**src/rtl/imm_alu_pkg.sv**
```systemverilog
package imm_alu_pkg;

  // Position of the operation code inside the addressing byte
  localparam int SUBOP_LO = 3;
  localparam int SUBOP_W  = 3;
  localparam int SUBOP_HI = SUBOP_LO + SUBOP_W - 1;

  // Long-form operation codes
  localparam logic [SUBOP_W-1:0] CODE_ADD = 3'd0;
  localparam logic [SUBOP_W-1:0] CODE_OR  = 3'd1;
  localparam logic [SUBOP_W-1:0] CODE_AND = 3'd4;
  localparam logic [SUBOP_W-1:0] CODE_SUB = 3'd5;
  localparam logic [SUBOP_W-1:0] CODE_XOR = 3'd6;
  localparam logic [SUBOP_W-1:0] CODE_CMP = 3'd7;

  // Short accumulator forms
  localparam logic [7:0] SHORT_SUB = 8'h2D;
  localparam logic [7:0] SHORT_AND = 8'h25;
  localparam logic [7:0] SHORT_OR  = 8'h0D;
  localparam logic [7:0] SHORT_XOR = 8'h35;
  localparam logic [7:0] SHORT_CMP = 8'h3D;

  typedef enum logic [2:0] {
    OP_ADD,
    OP_SUB,
    OP_AND,
    OP_OR,
    OP_XOR,
    OP_CMP
  } aluOpE;

  // Strobes from control to datapath
  typedef struct packed {
    logic  fire;
    aluOpE op;
    logic  writeBack;
    logic  flagLoad;
    logic  badCode;
  } aluStrobeT;

endpackage

```
**src/rtl/imm_alu_ctrl.sv**
```systemverilog
module imm_alu_ctrl
  import imm_alu_pkg::*;
(
  input  logic       inValid,
  input  logic       shortForm,
  input  logic [7:0] opcode,
  input  logic [7:0] modByte,
  output aluStrobeT  strobe
);

  logic [SUBOP_W-1:0] subCode;
  logic               unusedModBits;
  aluOpE              opSel;
  logic               bad;

  assign subCode       = modByte[SUBOP_HI:SUBOP_LO];
  assign unusedModBits = ^{modByte[7:SUBOP_HI+1], modByte[SUBOP_LO-1:0]};

  always_comb begin
    opSel = OP_ADD;
    bad   = 1'b0;
    if (shortForm) begin
      case (opcode)
        SHORT_SUB: opSel = OP_SUB;
        SHORT_AND: opSel = OP_AND;
        SHORT_OR:  opSel = OP_OR;
        SHORT_XOR: opSel = OP_XOR;
        SHORT_CMP: opSel = OP_CMP;
        default:   bad   = 1'b1;
      endcase
    end else begin
      case (subCode)
        CODE_ADD: opSel = OP_ADD;
        CODE_OR:  opSel = OP_OR;
        CODE_AND: opSel = OP_AND;
        CODE_SUB: opSel = OP_SUB;
        CODE_XOR: opSel = OP_XOR;
        CODE_CMP: opSel = OP_CMP;
        default:  bad   = 1'b1;
      endcase
    end
  end

  always_comb begin
    strobe.fire      = inValid;
    strobe.op        = opSel;
    strobe.badCode   = bad;
    strobe.flagLoad  = !bad;
    strobe.writeBack = !bad && (opSel != OP_CMP);
  end

endmodule

```
**src/rtl/imm_alu_dp.sv**
```systemverilog
module imm_alu_dp
  import imm_alu_pkg::*;
#(
  parameter int DATA_W = 32
) (
  input  logic              clk,
  input  logic              rst_n,
  input  aluStrobeT         strobe,
  input  logic [DATA_W-1:0] dstIn,
  input  logic [DATA_W-1:0] immIn,
  output logic              outValid,
  output logic [DATA_W-1:0] result,
  output logic              wrEn,
  output logic              illegal,
  output logic              signFlag,
  output logic              zeroFlag,
  output logic              ovfFlag
);

  localparam int MSB = DATA_W - 1;

  logic [DATA_W:0]   sumWide;
  logic [DATA_W:0]   difWide;
  logic [DATA_W-1:0] nextRes;
  logic              nextOvf;

  // Sign-extended by one bit so the top two bits expose signed overflow
  assign sumWide = {dstIn[MSB], dstIn} + {immIn[MSB], immIn};
  assign difWide = {dstIn[MSB], dstIn} - {immIn[MSB], immIn};

  always_comb begin
    nextRes = '0;
    nextOvf = 1'b0;
    case (strobe.op)
      OP_ADD: begin
        nextRes = sumWide[MSB:0];
        nextOvf = sumWide[DATA_W] ^ sumWide[MSB];
      end
      OP_SUB, OP_CMP: begin
        nextRes = difWide[MSB:0];
        nextOvf = difWide[DATA_W] ^ difWide[MSB];
      end
      OP_AND:  nextRes = dstIn & immIn;
      OP_OR:   nextRes = dstIn | immIn;
      OP_XOR:  nextRes = dstIn ^ immIn;
      default: nextRes = '0;
    endcase
  end

  always_ff @(posedge clk) begin
    if (!rst_n) begin
      outValid <= 1'b0;
      wrEn     <= 1'b0;
      illegal  <= 1'b0;
      result   <= '0;
      signFlag <= 1'b0;
      zeroFlag <= 1'b0;
      ovfFlag  <= 1'b0;
    end else begin
      outValid <= strobe.fire;
      wrEn     <= strobe.fire && strobe.writeBack;
      illegal  <= strobe.fire && strobe.badCode;
      if (strobe.fire) begin
        result <= strobe.badCode ? '0 : nextRes;
      end
      if (strobe.fire && strobe.flagLoad) begin
        signFlag <= nextRes[MSB];
        zeroFlag <= (nextRes == '0);
        ovfFlag  <= nextOvf;
      end
    end
  end

endmodule

```
**src/rtl/imm_alu.sv**
```systemverilog
module imm_alu
  import imm_alu_pkg::*;
#(
  parameter int DATA_W = 32
) (
  input  logic              clk,
  input  logic              rst_n,
  input  logic              inValid,
  input  logic              shortForm,
  input  logic [7:0]        opcode,
  input  logic [7:0]        modByte,
  input  logic [DATA_W-1:0] dstIn,
  input  logic [DATA_W-1:0] immIn,
  output logic              outValid,
  output logic [DATA_W-1:0] result,
  output logic              wrEn,
  output logic              illegal,
  output logic              signFlag,
  output logic              zeroFlag,
  output logic              ovfFlag
);

  aluStrobeT strobe;

  imm_alu_ctrl u_ctrl (
    .inValid   (inValid),
    .shortForm (shortForm),
    .opcode    (opcode),
    .modByte   (modByte),
    .strobe    (strobe)
  );

  imm_alu_dp #(.DATA_W(DATA_W)) u_dp (
    .clk      (clk),
    .rst_n    (rst_n),
    .strobe   (strobe),
    .dstIn    (dstIn),
    .immIn    (immIn),
    .outValid (outValid),
    .result   (result),
    .wrEn     (wrEn),
    .illegal  (illegal),
    .signFlag (signFlag),
    .zeroFlag (zeroFlag),
    .ovfFlag  (ovfFlag)
  );

endmodule

```
**config.mk**
```make
export PLATFORM = sky130hd
export DESIGN_NAME = imm_alu
export DESIGN_NICKNAME = d
export VERILOG_FILES = /design/src/rtl/imm_alu_pkg.sv /design/src/rtl/imm_alu_ctrl.sv /design/src/rtl/imm_alu_dp.sv /design/src/rtl/imm_alu.sv
export SDC_FILE = /design/constraint.sdc
export NUM_CORES = 1
export LEC_CHECK = 0
export ABC_AREA = 0
export BUFFER_PORTS_ARGS = -buffer_cell sky130_fd_sc_hd__buf_2
export CORE_ASPECT_RATIO = 1.75
export CORE_UTILIZATION = 50
export DETAILED_ROUTE_END_ITERATION = 7
export GPL_TIMING_DRIVEN = 0
export PLACE_DENSITY = 0.71
export SETUP_SLACK_MARGIN = 0.3
export SYNTH_ARGS = -nofsm -noshare
export SYNTH_HDL_FRONTEND = slang
export SYNTH_SLANG_ARGS = --single-unit
```
**constraint.sdc**
```tcl
create_clock -name clk -period 4.8 [get_ports clk]
set_clock_uncertainty 0.15 [all_clocks]
set_input_delay 0.48 -clock clk [delete_from_list [all_inputs] [get_ports clk]]
set_output_delay 0.48 -clock clk [all_outputs]
set_load 0.02 [all_outputs]
```
==> results.txt <==
The flow ran to the end, and the final reports show no timing, DRC or antenna violations. The final weighted congestion in routability-driven placement is 1.04. In the final design database the tool counted 1305 nets. Leaving out fill and tap cells, the most frequent cell in the layout is sky130_fd_sc_hd__buf_2.

The die width came out at 91.9 um. The final cell utilization of the core came out at 58.5%. The cell area after synthesis came out at 7070 um^2. In the final layout, flip-flops and latches occupy 761 um^2. The number of antenna violations at the first check in global routing is 0. The detailed-route wire length per cell came out at 23.8 um. After routing the design area is 8100 um^2. Grouping stages by cell kind, the critical path spends the most delay in compound AO/OA/AOI/OAI gates. Yosys mapped a number of flops with a built-in enable equal to 0. The placement row count came out at 57.

The analysis attributes to cell leakage a power of 3.76 nW. The highest achievable clock rate came out at 234 MHz. 122 I/O pins were placed.

The total detailed-routing wirelength is 30800 um. Final hold analysis gives a worst-case slack of 300 ps. Entering global routing, the biggest net connects 14 pins.

The clock input transition at the sequential cells of the worst setup and hold paths is 60 ps. The slowest stage of the critical path belongs to the cell sky130_fd_sc_hd__o22ai_1. In this run the remaining antenna-violating nets after routing total 0. sky130_fd_sc_hd__ha_1 takes more of the synthesized area than any other cell. The dominant register cell in the synthesized netlist is sky130_fd_sc_hd__dfxtp_1. The count of input and output buffers came out at 114. The final routed DRC violation total is 0. The worst path buffer plus inverter count came out at 4. The critical path goes through buf_2 > inv_1 > ha_1 > clkbuf_1 > inv_1 > a21oi_1 > o31ai_1 > a31o_2 > o211ai_1 > o21ai_0 > a21oi_1 > o41ai_1 > a21boi_0 > mux2_2 > o22ai_1 > a22o_1. Summing the sequential cell areas from Yosys gives 10.8% of the chip area. The post-route non-filler standard cell count came out at 1293. The total global routing overflow is 0. The kind of critical path is in -> reg. The number of distinct library cell variants in the gate-level netlist after synthesis is 95. The sum of negative setup slack came out at 0 ps. The total routing usage reported by global routing is 41.6%.

The source-to-sink clock delay at the later pin of the worst-skew pair is 290 ps. The total of max-cap violations came out at 0. The post-route clock period utilization is 89.2%.

The total setup violations reported at the end of the flow is 0. Leaving out fill and tap cells, the most frequent cells in the layout are sky130_fd_sc_hd__buf_2 (130), sky130_fd_sc_hd__ha_1 (104), sky130_fd_sc_hd__inv_1 (95). The worst setup path is launched from an input pin. Setup repair after global routing left no endpoint under its margin.

The via count of the routed design is 8408. The required time at the worst-slack endpoint came out at 4880 ps. The slew at the pin closest to its max-slew limit is 1250 ps. Counting flops and latches in the post-synthesis netlist gives 38. The final-report max-slew violation count is 0. The largest fanout on the critical path came out at 9. The min-delay analysis places its worst path in the category reg -> reg. The total core area came out at 13800 um^2. The maximum buffer depth of the clock tree came out at 2.

Cells with a size suffix above 1 make up 16.5% of the layout. After synthesis, the share of flip-flops with an asynchronous set or reset is 0%. Ranked by total cell area, the synthesized netlist is headed by sky130_fd_sc_hd__ha_1 (18%), sky130_fd_sc_hd__dfxtp_1 (11%), sky130_fd_sc_hd__a21oi_1 (6.0%). The final period demand of the worst path is 4280 ps. The final hold violation count came to 0.

The buffers inserted during post-CTS setup optimization is 0. The number of clock sinks is 38. After detailed placement, the design holds a cell count of 1285. The repair_antennas step left the layout with diodes totalling 0.

The pre-antenna-repair detailed-routing pass consisted of 5 iterations. The power density over the cells is 216 nW/um^2. The synthesized net count is 1184.

The via count of the first global-routing pass is 8316. The capturing element type of the critical path is a flop. The total placed instance area came out at 7870 um^2. At the worst endpoint, the arrival time is 4360 ps. The remaining max-slew budget at the tightest pin came out at 16.7%. CTS built an H-tree with a depth of 2. The floorplan step defined a die boundary enclosing 14600 um^2. The count of fill cells added during filler insertion is 1391. The warning count from the yosys run came out at 0. The first global-routing pass estimated 46100 um of wire. The die is 159 um tall. The post-synthesis cell count is 994. The layout-stage area growth over the synthesis result came out at 14.5%.

The multi-input combinational cell area is 5740 um^2. The average instance in the mapped netlist occupies 7.12 um^2. The placed wire-length estimate came out at 24600 um. The highest ir drop seen on vdd came out at 0.000205 V. The peak per-stage delay on the critical path is 470 ps. The DRC violation total after the first TritonRoute iteration is 714.

The buffer cell driving the clock tree root is sky130_fd_sc_hd__clkbuf_16. The effective utilization at floorplan is 51.1%. The TritonCTS clock tree is built. The top cell type by area accounts for 18.4% of the synthesized area.

The number of clock buffers added by TritonCTS is 5. The via-per-instance ratio came out at 6.50.
report_power, final:
part / total (mW) / switching, mW / internal [mW] / leakage (nW)
Sequential: 0.345 / 0.00983 / 0.335 / 0.310
Clock: 0.434 / 0.136 / 0.299 / 0.0940
Combinational: 0.972 / 0.649 / 0.323 / 3.36
sequential cells by signal, indices dropped and copies added (netlist names):
| register | count |
|---|---|
| u_dp.wrEn | 1 |
| u_dp.zeroFlag | 1 |
| u_dp.result | 32 |
| u_dp.ovfFlag | 1 |
| u_dp.signFlag | 1 |
| u_dp.illegal | 1 |
| u_dp.outValid | 1 |
metrics by stage:
stage / power (mW) / worst slack, ps
6_report: 1.75 / 521
2_1_floorplan: 0.956 / 1070
3_3_place_gp: 1.28 / 17.8
4_1_cts: 1.71 / 349
3_5_place_dp: 1.28 / 59.6
5_1_grt: 1.83 / 364
layer usage:
layer  up-vias  GRT usage [%]  routed length, um
li1       3879              -                  -
met3       158           5.49               1590
met4         0           35.2               3100
met1      3955           40.3              10400
met2       416           75.8              15800
met5         -              0                  0
timing repair:
action,in CTS,in global routing
cloned,0,0
gates resized for setup,1,7
pin swaps,0,1
setup endpoints to repair,1,1
hold buffers,0,0
layout make-up:
type,instances,share of cell area [%]
multi-input cells,806,71.0
flip-flops and latches,38,9.40
repair buffers,114,7.05
inverters,98,4.54
plain buffers,52,2.92
well taps,177,2.74
clock buffers,5,1.55
clock inverters,3,0.850
worst paths after layout:
kind	from	endpoint	slack (ps)	depth (start not counted)
setup reg to reg	u_dp.ovfFlag	u_dp.ovfFlag	3990	2
setup / recovery	dstIn[6]	u_dp.result[25]	520	16
hold reg to reg	u_dp.result[22]	u_dp.result[22]	300	1
hold / removal	u_dp.result[22]	u_dp.result[22]	300	1
Yosys cell counts (15+ instances only):
cell type and number:
sky130_fd_sc_hd__a211oi_1 16, sky130_fd_sc_hd__a21oi_1 85, sky130_fd_sc_hd__a22o_1 15, sky130_fd_sc_hd__buf_2 16, sky130_fd_sc_hd__clkbuf_1 30, sky130_fd_sc_hd__dfxtp_1 38
sky130_fd_sc_hd__ha_1 104, sky130_fd_sc_hd__inv_1 95, sky130_fd_sc_hd__nand2_1 91, sky130_fd_sc_hd__nand3_1 22, sky130_fd_sc_hd__nor2_1 76, sky130_fd_sc_hd__nor2b_1 15
sky130_fd_sc_hd__nor3_1 20, sky130_fd_sc_hd__o211ai_1 27, sky130_fd_sc_hd__o21ai_0 76
cell families after synthesis:
| group | Yosys count | share of synthesized area (%) |
|---|---|---|
| compound gates | 376 | 37.4 |
| simple gates | 302 | 21.6 |
| buf+inv | 150 | 8.49 |
| fa+ha+maj | 107 | 19.1 |
| flops | 38 | 10.8 |
| xor+xnor | 17 | 2.11 |
| mux | 4 | 0.584 |
Power figures use the tool's default switching activity.
